File: config.mk
export PLATFORM = sky130hd
export DESIGN_NAME = pc_adaptive_period
export DESIGN_NICKNAME = d
export VERILOG_FILES = /design/src/rtl/pc_pkg.sv /design/src/rtl/pc_period_tbl.sv /design/src/rtl/pc_lookup.sv /design/src/rtl/pc_window_fsm.sv /design/src/rtl/pc_replay_ctr.sv /design/src/rtl/pc_adaptive_period.sv
export SDC_FILE = /design/constraint.sdc
export NUM_CORES = 1
export LEC_CHECK = 0
export BUFFER_PORTS_ARGS = -buffer_cell sky130_fd_sc_hd__buf_4
export CAP_MARGIN = 10
export CELL_PAD_IN_SITES_DETAIL_PLACEMENT = 1
export CELL_PAD_IN_SITES_GLOBAL_PLACEMENT = 1
export CORE_ASPECT_RATIO = 1.25
export CORE_UTILIZATION = 45
export CTS_CLUSTER_SIZE = 10
export DETAILED_ROUTE_END_ITERATION = 8
export PLACE_DENSITY_LB_ADDON = 0.1
export SETUP_SLACK_MARGIN = 0.4
export SYNTH_ARGS = -nofsm -noshare
export SYNTH_HDL_FRONTEND = slang
export SYNTH_SLANG_ARGS = --single-unit
File: constraint.sdc
create_clock -name clk -period 5.15 [get_ports clk]
set_clock_uncertainty 0.05 [all_clocks]
set_input_delay 1.03 -clock clk [delete_from_list [all_inputs] [get_ports clk]]
set_output_delay 1.03 -clock clk [all_outputs]
set_load 0.02 [all_outputs]
File: src/rtl/pc_pkg.sv
package pc_pkg;
  typedef enum logic [1:0] {
    ST_IDLE = 2'd0,
    ST_LOOK = 2'd1,
    ST_RUN  = 2'd2
  } pc_state_e;
endpackage

File: src/rtl/pc_period_tbl.sv
// Programmable period table; one register per delay class.
module pc_period_tbl #(
  parameter int NUM_CLASSES = 4,
  parameter int CLS_W       = 2,
  parameter int TICK_W      = 8,
  parameter int STEP_TICKS  = 2
) (
  input  logic              clk,
  input  logic              rst,
  input  logic              we,
  input  logic [CLS_W-1:0]  widx,
  input  logic [TICK_W-1:0] wval,
  input  logic [CLS_W-1:0]  ridx,
  output logic [TICK_W-1:0] rdata,
  output logic [TICK_W-1:0] worst
);
  logic [TICK_W-1:0] ent [NUM_CLASSES];
  logic [TICK_W-1:0] wval_sat;

  // a period of zero ticks is meaningless; keep every entry >= 1
  assign wval_sat = (wval == '0) ? TICK_W'(1) : wval;

  for (genvar g = 0; g < NUM_CLASSES; g++) begin : g_ent
    localparam int RST_VAL = (g + 1) * STEP_TICKS;
    logic [TICK_W-1:0] q;
    always_ff @(posedge clk) begin
      if (rst)
        q <= TICK_W'(RST_VAL);
      else if (we && widx == CLS_W'(g))
        q <= wval_sat;
    end
    assign ent[g] = q;
  end

  assign rdata = ent[ridx];
  assign worst = ent[NUM_CLASSES-1];
endmodule

File: src/rtl/pc_lookup.sv
// One-cycle registered lookup: captures instruction and its period.
module pc_lookup #(
  parameter int DATA_W    = 16,
  parameter int TICK_W    = 8,
  parameter int RST_TICKS = 8
) (
  input  logic              clk,
  input  logic              rst,
  input  logic              load,
  input  logic [DATA_W-1:0] instr_in,
  input  logic [TICK_W-1:0] ticks_in,
  input  logic              force_worst,
  input  logic [TICK_W-1:0] worst,
  output logic [DATA_W-1:0] instr_q,
  output logic [TICK_W-1:0] ticks_q
);
  always_ff @(posedge clk) begin
    if (rst) begin
      instr_q <= '0;
      ticks_q <= TICK_W'(RST_TICKS);
    end else if (force_worst) begin
      ticks_q <= worst;
    end else if (load) begin
      instr_q <= instr_in;
      ticks_q <= ticks_in;
    end
  end
endmodule

File: src/rtl/pc_window_fsm.sv
// Window sequencer: lookup cycle, tick countdown, replay on late flag.
module pc_window_fsm
  import pc_pkg::*;
#(
  parameter int TICK_W = 8
) (
  input  logic              clk,
  input  logic              rst,
  input  logic              in_valid,
  input  logic              late_err,
  input  logic [TICK_W-1:0] ticks,
  input  logic [TICK_W-1:0] worst,
  output logic              in_ready,
  output logic              load,
  output logic              retry,
  output logic              commit,
  output logic              win_open
);
  pc_state_e         st;
  logic [TICK_W-1:0] tcnt;
  logic              rep;
  logic              last;

  always_comb begin
    win_open = (st == ST_RUN);
    last     = (tcnt == TICK_W'(1));
    retry    = win_open && last && late_err && !rep;
    commit   = win_open && last && !retry;
    in_ready = (st == ST_IDLE) || commit;
    load     = in_valid && in_ready;
  end

  always_ff @(posedge clk) begin
    if (rst) begin
      st   <= ST_IDLE;
      tcnt <= '0;
      rep  <= 1'b0;
    end else begin
      unique case (st)
        ST_IDLE: if (load) st <= ST_LOOK;
        ST_LOOK: begin
          tcnt <= ticks;
          rep  <= 1'b0;
          st   <= ST_RUN;
        end
        ST_RUN: begin
          if (retry) begin
            tcnt <= worst;
            rep  <= 1'b1;
          end else if (!last) begin
            tcnt <= tcnt - TICK_W'(1);
          end else begin
            st <= load ? ST_LOOK : ST_IDLE;
          end
        end
        default: st <= ST_IDLE;
      endcase
    end
  end
endmodule

File: src/rtl/pc_replay_ctr.sv
// Saturating replay counter with synchronous clear.
module pc_replay_ctr #(
  parameter int CNT_W = 8
) (
  input  logic             clk,
  input  logic             rst,
  input  logic             inc,
  input  logic             clr,
  output logic [CNT_W-1:0] count
);
  localparam logic [CNT_W-1:0] CNT_MAX = '1;

  always_ff @(posedge clk) begin
    if (rst || clr)
      count <= '0;
    else if (inc && count != CNT_MAX)
      count <= count + CNT_W'(1);
  end
endmodule

File: src/rtl/pc_adaptive_period.sv
module pc_adaptive_period #(
  parameter int DATA_W      = 16,
  parameter int NUM_CLASSES = 4,
  parameter int TICK_W      = 8,
  parameter int STEP_TICKS  = 2,
  parameter int CNT_W       = 8,
  localparam int CLS_W      = (NUM_CLASSES > 1) ? $clog2(NUM_CLASSES) : 1
) (
  input  logic              clk,
  input  logic              rst,
  input  logic              in_valid,
  output logic              in_ready,
  input  logic [DATA_W-1:0] in_instr,
  input  logic [CLS_W-1:0]  in_class,
  input  logic              cfg_we,
  input  logic [CLS_W-1:0]  cfg_idx,
  input  logic [TICK_W-1:0] cfg_ticks,
  input  logic              late_err,
  output logic              win_open,
  output logic [DATA_W-1:0] exec_instr,
  output logic [TICK_W-1:0] cur_ticks,
  output logic              done_valid,
  output logic              replay,
  input  logic              cnt_clr,
  output logic [CNT_W-1:0]  replay_count
);
  localparam int RST_TICKS = NUM_CLASSES * STEP_TICKS;

  logic [TICK_W-1:0] tbl_rdata;
  logic [TICK_W-1:0] worst_ticks;
  logic              load;
  logic              retry;
  logic              commit;

  pc_period_tbl #(
    .NUM_CLASSES(NUM_CLASSES), .CLS_W(CLS_W),
    .TICK_W(TICK_W), .STEP_TICKS(STEP_TICKS)
  ) u_tbl (
    .clk(clk), .rst(rst),
    .we(cfg_we), .widx(cfg_idx), .wval(cfg_ticks),
    .ridx(in_class), .rdata(tbl_rdata), .worst(worst_ticks)
  );

  pc_lookup #(
    .DATA_W(DATA_W), .TICK_W(TICK_W), .RST_TICKS(RST_TICKS)
  ) u_look (
    .clk(clk), .rst(rst), .load(load),
    .instr_in(in_instr), .ticks_in(tbl_rdata),
    .force_worst(retry), .worst(worst_ticks),
    .instr_q(exec_instr), .ticks_q(cur_ticks)
  );

  pc_window_fsm #(.TICK_W(TICK_W)) u_fsm (
    .clk(clk), .rst(rst),
    .in_valid(in_valid), .late_err(late_err),
    .ticks(cur_ticks), .worst(worst_ticks),
    .in_ready(in_ready), .load(load),
    .retry(retry), .commit(commit), .win_open(win_open)
  );

  pc_replay_ctr #(.CNT_W(CNT_W)) u_ctr (
    .clk(clk), .rst(rst), .inc(retry), .clr(cnt_clr), .count(replay_count)
  );

  assign done_valid = commit;
  assign replay     = retry;
endmodule

=== Yosys cells after proc, flatten, opt, wreduce, memory -nomap -nowiden ===
Cells that the tools add are included.

* Output and inout port bits: 36
* Input port bits: 34
* Flip-flop bits (word level): 75

* Eq/ne operators: 12
* Muxes and demuxes: 16
* Bitwise logic cells: 2
* Order comparisons: 1
* Reduce and logical (&&, ||, !) cells: 23
* Add/sub/neg operators: 2

{| class="wikitable"
|+ Operators by type and width
! cell !! number
|-
| 2-to-1 mux 8 bit || 7
|-
| binary-select mux 8 bit (select 2 bit) || 1
|-
| one-hot mux 8 bit (2 select lines) || 1
|-
| logical AND 1 bit || 10
|-
| adder 8 x 1 -> 8 bit, second input constant || 1
|-
| equality test 8 x 1 -> 1 bit, second input constant || 1
|-
| logical NOT 8 bit || 1
|-
| != test 8 bit, second input constant || 1
|-
| subtractor 8 x 1 -> 8 bit, second input constant || 1
|-
| equality test 2 bit, second input constant || 3
|-
| 2-to-1 mux 2 bit || 3
|-
| != test 2 x 1 -> 1 bit, second input constant || 3
|-
| one-hot mux 2 bit (3 select lines) || 1
|-
| AND reduction 2 bit || 3
|-
| equality test 2 x 1 -> 1 bit, second input constant || 2
|-
| logical NOT 2 bit || 2
|-
| nonzero test 2 bit || 2
|-
| greater-or-equal comparator 3 bit, second input constant || 1
|-
| != test 3 x 2 -> 1 bit, second input constant || 1
|-
| NOT 2 -> 3 bit || 1
|-
| AND reduction 3 bit || 1
|-
| logical NOT 1 bit || 2
|-
| logical OR 1 bit || 2
|-
| 2-to-1 mux 1 bit || 2
|-
| other kinds (3) || 3
|}

=== Longest topological paths before layout ===
Gate-level depths: netlist (run 1).

* Word-level depth: 12
* Gate-level depth with buffers: 9
* Mapped depth without buffers: 8

=== By module ===
From an unflattened synthesis (run 1), not the netlist that was laid out.

* Cell total of the unflattened synthesis: 421
* Area, all modules: 3777.4 µm²

{| class="wikitable"
|+ Modules (own cells, without submodules)
! module !! area each (µm²) !! cells each !! instances
|-
| pc_period_tbl || 1367.6 || 144 || 1
|-
| pc_lookup || 1029.7 || 115 || 1
|-
| pc_window_fsm || 958.4 || 114 || 1
|-
| pc_replay_ctr || 421.7 || 48 || 1
|}

=== Worst setup path after synthesis (run 1) ===
Ideal clock, no wire load.

* Path kind: in2out
* From: input port late_err
* To: output port replay
* Stages on the path: 5
* Required time: 4070 ps
* Slack: 1844 ps
* Arrival: 2226 ps
* Cells stage by stage: nor4bb_1 > nand4_1 > buf_2 > clkbuf_1 > inv_1

* Longest elaborated chain between the ends: 2

{| class="wikitable"
|+ RTL lines
! what !! RTL line !! text
|-
| start, declared || pc_adaptive_period.sv:18 || <nowiki>input logic late_err,</nowiki>
|-
| logical AND 1 bit (2 in a row) || pc_window_fsm.sv:27 || <nowiki>retry = win_open && last && late_err && !rep;</nowiki>
|-
| end, declared || pc_adaptive_period.sv:23 || <nowiki>output logic replay,</nowiki>
|}

Every way passes these cells.

=== Final worst setup path (run 1) ===
Same ends and word-level chain as after synthesis.

==> impl_metrics.json, run 1 <==
{
  "status": "completed",
  "final_cell_mix": "dfxtp_1 (75), buf_4 (71), nor2_1 (66)",
  "hold_buffers": 0,
  "synthCells": 389,
  "synth_nets": 430,
  "syn2layout_area_growth_pct": 20.0,
  "drtIter0Drc": 137,
  "cts_made_buffers": 9,
  "drive_gt1_share_pct": 24.5,
  "grt_pass1_vias": 3124,
  "critPathCaptureType": "output port",
  "final_common_cell": "dfxtp_1",
  "setup_viol": 0,
  "io_buffers": 69,
  "hold_class": "reg -> reg",
  "antenna_found_initial": 0,
  "multi_input_area_um2": 1910,
  "layout_min_cycle_time_ns": 3.45,
  "async_flop_share_pct": 0,
  "tightest_slew_ns": 1.09,
  "postCtsSetupBuffers": 0,
  "viasPerCell": 5.49,
  "grt_max_degree": 71,
  "tritoncts": "done",
  "setup_tns_ns": 0,
  "fin_nets": 489,
  "routedWlPerCell_um": 16.9,
  "seq_area_frac_synth_pct": 42.0,
  "drtPass1Iterations": 4,
  "cp_slowest_stage_delay_ns": 0.59,
  "synth_area_um2": 3570,
  "diodes": 0,
  "fin_crit_sh_pct": 67.0,
  "drc_errors": 0,
  "core_um2": 7530,
  "fillers": 901,
  "required_ns": 4.07,
  "clock-sinks": 75,
  "io_pins": 70,
  "drv_slew": 0,
  "place.gp.congestion": 0.797,
  "chipHeight_um": 102,
  "cpMostUsedCell": "buf_4",
  "p_leak_uw": 0.00182,
  "track_usage_pct": 24.1,
  "fin_area_um2": 4290,
  "maxSlewHeadroom_pct": 27.2,
  "rsz0062_at_grt": "no",
  "crit_chain": "buf_4 -> nor4bb_1 -> nand4_1 -> buf_4 -> inv_1 -> buf_4",
  "synth_ff_type": "dfxtp_1",
  "dpl-instance-area_um2": 4110,
  "slowest_stage": "nor4bb_1",
  "die_x_um": 81.7,
  "cts-root-buf": "clkbuf_8",
  "vias": 2994,
  "max_freq_mhz": 290,
  "htreeDepth": 3,
  "setup.worst_path.class": "in -> out",
  "avgSynthCellArea_um2": 9.18,
  "ant_nets": 0,
  "clk_pin_slew_ns": 0.08,
  "start_util_pct": 47.4,
  "clock_path_buffers": 2,
  "p_per_area_nw_per_um2": 318,
  "cts_resized": 0,
  "drt-total-wl_um": 9220,
  "grt_first_pass_wirelength_um": 15100,
  "crit_path_start_kind": "input pin",
  "dp_hpwl_um": 6590,
  "rows": 35,
  "grt_overflow": 0,
  "hold_viol": 0,
  "peakVddDrop_mv": 0.184,
  "die-area_um2": 8300,
  "yosysWarnings": 0,
  "synth_cell_types": 55,
  "clk_latency_ns": 0.34,
  "synth_seq_cells": 75,
  "drv_cap": 0,
  "total_power_uw": 1360,
  "seq_area_um2": 1500,
  "synth-edff-count": 0,
  "crit_fanout": 21,
  "critPathArrivalTime_ns": 2.37
}
==> routing by layer <==
metal  up-vias  routed length (µm)  global-route usage (%)
met3         8                 231                    4.32
met2        44                4820                    41.5
met4         0                 134                    7.83
li1       1492                   -                       -
met5         -                   0                       0
met1      1450                4030                    30.2
==> cell type report <==
type	instances	share of cell area [%]
repair buffers	71	12.4
inverters	13	1.14
multi-input cells	278	44.6
clock buffers	9	2.89
well taps	92	2.68
clock inverters	7	1.20
flip-flops and latches	75	35.0
==> worst max-delay path, delay by kind of cell <==
family,cells,cell delay (ns)
and+or+nand+nor,2,0.77
buffers and inverters,4,0.56
==> kinds of logic (layout without fill, tap and decap cells) <==
group                      Yosys count  in the layout  synth area share, %
AOI/OAI and AO/OA                   61             61                 11.7
xor gates and xnor gates             8              8                 1.96
adders and majority gates            7              7                 2.45
buffers and inverters               36            100                 4.38
DFF                                 75             75                 42.0
muxes                               48             48                 16.5
and+or+nand+nor                    154            154                 21.0
==> cells in the mapped netlist, drive strengths merged, types with 3 or more instances <==
cell type / n / area share [%]
ha: 7 / 2.5
nand4: 3 / 0.53
mux4: 8 / 5.0
o21ai: 8 / 1.2
nor2: 66 / 6.9
nand3b: 4 / 0.84
dfxtp: 75 / 42
or2: 3 / 0.53
clkbuf: 14 / 1.6
nor4: 4 / 1.1
a311oi: 4 / 0.98
a211oi: 15 / 3.3
mux2i: 39 / 11
inv: 13 / 1.4
xnor2: 6 / 1.5
and3: 3 / 0.56
nor3: 10 / 1.9
nand2: 37 / 3.9
and2: 3 / 0.53
nor3b: 3 / 0.63
nand3: 7 / 0.98
buf: 9 / 1.4
a21oi: 20 / 2.8
a211o: 3 / 0.74
==> metrics by stage <==
stage | std cells | setup slack, ns | hold slack, ns | utilization, %
2_1_floorplan | 389 | 1.84 | 0.380 | -
3_3_place_gp | 529 | 1.83 | 0.391 | 54.6
3_5_place_dp | 529 | 1.76 | 0.400 | 54.6
4_1_cts | 545 | 1.75 | 0.419 | 56.9
5_1_grt | 545 | 1.69 | 0.433 | 56.9
6_report | 545 | 1.70 | 0.412 | 56.9
==> power breakdown <==
| part | total (µW) | internal (µW) | leakage [µW] | switching (µW) |
|---|---|---|---|---|
| combinational | 300 | 137 | 0.00112 | 163 |
| sequential | 651 | 615 | 0.000612 | 35.9 |
| clock | 412 | 177 | 0.0000860 | 235 |
| total | 1360 | 929 | 0.00182 | 433 |
==> state kept, by name (all words and copies together) (netlist names) <==
register / flops
u_fsm.st: 2
u_fsm.tcnt: 8
u_look.instr_q: 16
u_fsm.rep: 1
u_ctr.count: 8
u_tbl.worst: 8
u_tbl.g_ent.q: 24
u_look.ticks_q: 8
==> worst paths after layout <==
| check | to | slack, ns | cells past startpoint | from |
|---|---|---|---|---|
| worst max-delay path | replay | 1.70 | 6 | late_err |
| worst min-delay path | u_tbl.g_ent[1].q[3] | 0.41 | 2 | u_tbl.g_ent[1].q[3] |
| worst max register to register | u_look.instr_q[14] | 2.25 | 8 | u_fsm.st[0] |
| worst min register to register | u_tbl.g_ent[1].q[3] | 0.41 | 2 | u_tbl.g_ent[1].q[3] |
No activity file was read; power rests on OpenSTA's default activity.
==> inputs of run 2 (changes only) <==
CORE_UTILIZATION = 41   (was 45)
clock period = 3.3 ns   (was 5.15 ns; I/O delays follow)
==> run 2 against run 1 <==
  * Final cell count increased by 1.5%
  * Critical endpoint is now done_valid
  * Die area rose by 9.5%
  * Count of clock-buffer cells in the layout up 1
  * Register-to-register slack lost 1.3 ns
  * Highest routed layer unchanged
  * Clock power up 77%
  * Worst setup slack lost 1.1 ns
  * Worst hold slack got worse by 0.00093 ns
==> impl_metrics.json, run 2 (same netlist as run 1, synthesis figures left out) <==
{
  "critPathArrivalTime_ns": 1.96,
  "fin_nets": 492,
  "grt_first_pass_wirelength_um": 15700,
  "setup_tns_ns": 0,
  "hold_buffers": 0,
  "setup_viol": 0,
  "dp_hpwl_um": 6780,
  "htreeDepth": 3,
  "fin_area_um2": 4350,
  "grt_overflow": 0,
  "regMostFlops": "u_tbl.g_ent.q",
  "drc_errors": 0,
  "start_util_pct": 42.9,
  "io_buffers": 69,
  "cts-root-buf": "clkbuf_8",
  "critPathCaptureType": "output port",
  "tritoncts": "done",
  "top_regs": "u_tbl.g_ent.q (24), u_look.instr_q (16)",
  "chipHeight_um": 106,
  "drv_slew": 0,
  "tightest_slew_ns": 0.731,
  "grt_pass1_vias": 3198,
  "clock_path_buffers": 2,
  "required_ns": 2.59,
  "setup.worst_path.class": "reg -> out",
  "die_x_um": 85.5,
  "core_um2": 8330,
  "fillers": 970,
  "rsz0062_at_grt": "no",
  "max_freq_mhz": 375,
  "layout_min_cycle_time_ns": 2.67,
  "status": "completed",
  "peakVddDrop_mv": 0.261,
  "io_pins": 70,
  "viasPerCell": 5.50,
  "antenna_found_initial": 0,
  "fin_crit_sh_pct": 80.9,
  "track_usage_pct": 22.5,
  "clk_pin_slew_ns": 0.08,
  "syn2layout_area_growth_pct": 21.9,
  "p_leak_uw": 0.00183,
  "drive_gt1_share_pct": 25.4,
  "drtIter0Drc": 132,
  "multi_input_area_um2": 1920,
  "cts_made_buffers": 9,
  "final_cell_mix": "dfxtp_1 (75), buf_4 (74), nor2_1 (66)",
  "drtPass1Iterations": 4,
  "drt-total-wl_um": 9520,
  "clock-sinks": 75,
  "grt_max_degree": 71,
  "maxSlewHeadroom_pct": 51.3,
  "crit_fanout": 15,
  "hold_class": "reg -> reg",
  "crit_path_start_kind": "register",
  "place.gp.congestion": 0.812,
  "routedWlPerCell_um": 17.2,
  "diodes": 0,
  "largest_reg_flops": 24,
  "die-area_um2": 9090,
  "dpl-instance-area_um2": 4130,
  "p_per_area_nw_per_um2": 509,
  "seq_area_um2": 1500,
  "final_common_cell": "dfxtp_1",
  "ff2ff_setup_slack_ns": 0.93,
  "rows": 37,
  "hold_viol": 0,
  "clk_latency_ns": 0.36,
  "vias": 3040,
  "ant_nets": 0,
  "drv_cap": 0
}
## run 2: changes by cell type in the layout (fill, tap and decap cells not counted), sizes merged
cell      delta
inv          -2
buf          +3
clkbuf       +1
clkinv       -2
clkinvlp     +2
bufinv       +1
## run 2: worst paths after layout
| path | depth (start not counted) | start | endpoint |
|---|---|---|---|
| worst max register to register | 6 | u_fsm.tcnt[0] | u_fsm.tcnt[2] |
| worst min-delay path | 2 | u_tbl.g_ent[1].q[6] | u_tbl.g_ent[1].q[6] |
| worst min register to register | 2 | u_tbl.g_ent[1].q[6] | u_tbl.g_ent[1].q[6] |
| worst max-delay path | 6 | u_fsm.st[0] | done_valid |
## run 2: critical path, stage by stage, from the launching register on
cell and delay (ns):
dfxtp_1 0.35, inv_1 0.09, ha_2 0.38, and4bb_2 0.33, nand3_1 0.13, inv_1 0.16
buf_4 0.16
## run 2: layer usage
layer	share of wire, %	global-route usage [%]	routed length (µm)
met1	42	26.3	4030
met2	52	39.7	4990
met3	3.5	4.97	329
met4	1.8	8.33	167
met5	0	0	0
## run 2: power breakdown
part	switching, µW	total, µW	leakage (µW)	internal, µW
combinational	252	469	0.00113	217
clock	363	731	0.0000905	368
sequential	57.7	1020	0.000612	959
## run 2: timing repair
| action | CTS | global route |
|---|---|---|
| resized for setup | 2 | 0 |
| setup endpoints to repair | 2 | 0 |
| setup buffers | 1 | 0 |
## run 2: layout make-up
cell class	count	share of cell area [%]
tap	97	2.79
clock buffer	10	3.16
inverter	13	1.12
clock inverter	6	1.49
sequential	75	34.5
timing repair buffer	74	12.8
multi-input combinational	278	44.2
## run 2: per-stage QoR
stage | setup slack [ns] | hold WS [ns] | util [%] | power, µW | instances
after global routing | 0.500 | 0.431 | 52.2 | 2340 | 553
after floorplan | 0.734 | 0.380 | - | 1360 | 389
after detailed placement | 0.507 | 0.403 | 49.6 | 1510 | 536
after global placement | 0.580 | 0.388 | 49.6 | 1500 | 536
final | 0.630 | 0.411 | 52.2 | 2220 | 553
after CTS | 0.596 | 0.414 | 52.2 | 2240 | 553
==> inputs of run 3 (changes only) <==
ABC_AREA = 1   (was default)
CORE_UTILIZATION = 36   (was 41)
clock period = 2.42 ns   (was 3.3 ns; I/O delays follow)
==> run 3 against run 2 <==
  * Register-to-register slack worse by 0.38 ns
  * Synthesized area is 2.5% higher
  * Flip-flop and latch count unchanged
  * Wire length grew 13%
  * Sequential power up 49%
  * Die area grew 16%
  * Critical path depth up 1
  * Global-route usage decreased by 0.89 points
  * Largest power group unchanged
  * Highest routed layer unchanged
==> impl_metrics.json, run 3 <==
{
  "status": "completed",
  "rsz0062_at_grt": "no",
  "core_um2": 9760,
  "peakVddDrop_mv": 0.446,
  "cellInternalPower_uw": 2790,
  "drtPass1Iterations": 6,
  "vias": 3556,
  "p_leak_uw": 0.00204,
  "yosys.area.top_type": "dfxtp_1",
  "p_sw_uw": 1570,
  "seqPwrFrac_pct": 34.8,
  "final_cell_mix": "nand2_1 (111), buf_4 (77), dfxtp_1 (72)",
  "r2r_cells": 11,
  "clk_latency_ns": 0.33,
  "clk_pin_slew_ns": 0.06,
  "grt_max_degree": 38,
  "drv_cap": 0,
  "hold_class": "in -> reg",
  "start_util_pct": 37.5,
  "yosys.area_share.simple_pct": 25.7,
  "routedWlPerCell_um": 15.1,
  "whs_path_depth": 3,
  "hold_viol": 0,
  "io_buffers": 69,
  "synthCells": 512,
  "max_freq_mhz": 508,
  "drc_errors": 0,
  "track_usage_pct": 21.6,
  "hold_buffers": 0,
  "rows": 40,
  "syn2layout_area_growth_pct": 27.0,
  "antenna_found_initial": 0,
  "htreeDepth": 3,
  "drv_slew": 0,
  "crit_path_start_kind": "register",
  "synth_ff_type": "dfxtp_1",
  "synth.top_cells.by_area": "dfxtp_1 (41%), nand2_1 (12%), a21oi_1 (8.6%), o21ai_0 (7.1%), nor2_1 (6.0%)",
  "final_common_cell": "nand2_1",
  "p_per_area_nw_per_um2": 938,
  "cts-root-buf": "clkbuf_16",
  "grt_overflow": 0,
  "p_clk_share_pct": 31.1,
  "grt_pass1_vias": 3708,
  "largest_reg_flops": 24,
  "die_x_um": 92.2,
  "maxSlewHeadroom_pct": 68.0,
  "ant_nets": 0,
  "setup.worst_path.class": "reg -> out",
  "hold-worst-slack_ns": 0.352,
  "tritoncts": "done",
  "synthAdderAreaFrac_pct": 2.39,
  "fin_crit_sh_pct": 81.3,
  "seq_area_frac_synth_pct": 41.0,
  "setup_tns_ns": 0,
  "synth_mux_area_share_pct": 0.273,
  "critPathArrivalTime_ns": 1.43,
  "synth_xor_area_share_pct": 1.91,
  "diodes": 0,
  "io_pins": 70,
  "fin_nets": 622,
  "die-area_um2": 10600,
  "tightest_slew_ns": 0.481,
  "chipHeight_um": 115,
  "final_cells": 711,
  "fillers": 1277,
  "synth_compound_area_share_pct": 20.1,
  "placedCellCount": 691,
  "yosysWarnings": 0,
  "top_regs": "u_tbl.g_ent.q (24), u_look.instr_q (16)",
  "synth_top_area_share_pct": 41.0,
  "viasPerCell": 5.00,
  "drt-total-wl_um": 10800,
  "async_flop_share_pct": 0,
  "regMostFlops": "u_tbl.g_ent.q",
  "layout_min_cycle_time_ns": 1.97,
  "synth-edff-count": 0,
  "clock-sinks": 75,
  "synth_seq_cells": 75,
  "place.gp.congestion": 0.809,
  "combPwrFrac_pct": 34.1,
  "synth_cell_types": 37,
  "required_ns": 1.89,
  "dp_hpwl_um": 7650,
  "synth_top_family_by_area": "simple AND/OR/NAND/NOR gates",
  "crit_fanout": 3,
  "setup_viol": 0,
  "critPathCaptureType": "output port",
  "grt_first_pass_wirelength_um": 17800,
  "synth_nets": 553,
  "drive_gt1_share_pct": 23.1,
  "synth_area_um2": 3660,
  "avgSynthCellArea_um2": 7.15,
  "cts_made_buffers": 9,
  "switching_share_pct": 36.1,
  "synth_common_cells": "nand2_1 (114), dfxtp_1 (75), a21oi_1 (63), nor2_1 (59), o21ai_0 (52)",
  "synth.most_common_cell": "nand2_1",
  "drtIter0Drc": 102,
  "clock_path_buffers": 2
}
-- run 3: worst max-delay path: stages, from the launching register on --
cell and delay (ns):
dfxtp_2 0.33, inv_2 0.07, ha_4 0.12, nand2_2 0.06
nor2_4 0.18, o211ai_4 0.12, nand2_4 0.08, buf_4 0.13
-- run 3: kinds of logic after synthesis --
| kind of cell | Yosys count |
|---|---|
| AO/OA/AOI/OAI | 131 |
| AND/OR/NAND/NOR | 219 |
| XOR/XNOR | 8 |
| flip-flops | 75 |
| multiplexers | 1 |
| buffers and inverters | 71 |
| adder cells (fa/ha/maj) | 7 |
-- run 3: cell type report --
cell class / count / area [µm²] / area share, %
clock buffer: 13 / 260 / 5.60
inverter: 50 / 200 / 4.31
multi-input combinational: 366 / 1890 / 40.7
clock inverter: 2 / 35.0 / 0.753
sequential: 75 / 1510 / 32.4
timing repair buffer: 79 / 601 / 12.9
tap: 126 / 158 / 3.39
-- run 3: worst paths after layout --
check                            from             endpoint  slack (ns)
hold / removal           in_instr[11]   u_look.instr_q[11]        0.35
setup / recovery        u_fsm.tcnt[1]             in_ready        0.45
setup reg to reg        u_fsm.tcnt[1]   u_look.instr_q[14]        0.55
hold reg to reg   u_tbl.g_ent[2].q[2]  u_tbl.g_ent[2].q[2]        0.40
-- run 3: power by group through the flow --
stage	combinational, µW	clock (µW)	sequential, µW
6_report	1490	1360	1520
5_1_grt	1660	1430	1540
4_1_cts	1470	1390	1510
3_5_place_dp	1430	0	1530
3_3_place_gp	1390	0	1520
2_1_floorplan	944	0	1580
-- run 3: layer usage --
metal / GRT usage, % / wire length, µm
met2: 39.1 / 5660
met5: 0 / 0
met3: 2.84 / 247
met4: 9.06 / 155
met1: 25.6 / 4690
-- run 3: what timing repair did --
action | in CTS | in global routing
gates cloned | 0 | 0
gates resized for setup | 7 | 10
setup endpoints to repair | 3 | 23
pin swaps | 4 | 2
setup buffers | 4 | 1
-- run 3: per-stage QoR --
| step | utilization (%) | setup WS (ns) | instance area, µm² | total power, µW |
|---|---|---|---|---|
| finish | 47.6 | 0.453 | 4650 | 4360 |
| global route | 47.6 | 0.405 | 4650 | 4630 |
| CTS | 47.1 | 0.404 | 4590 | 4370 |
| detailed placement | 43.6 | 0.429 | 4260 | 2960 |
| global placement | 43.6 | 0.555 | 4260 | 2910 |
| floorplan | - | 0.663 | 3660 | 2530 |
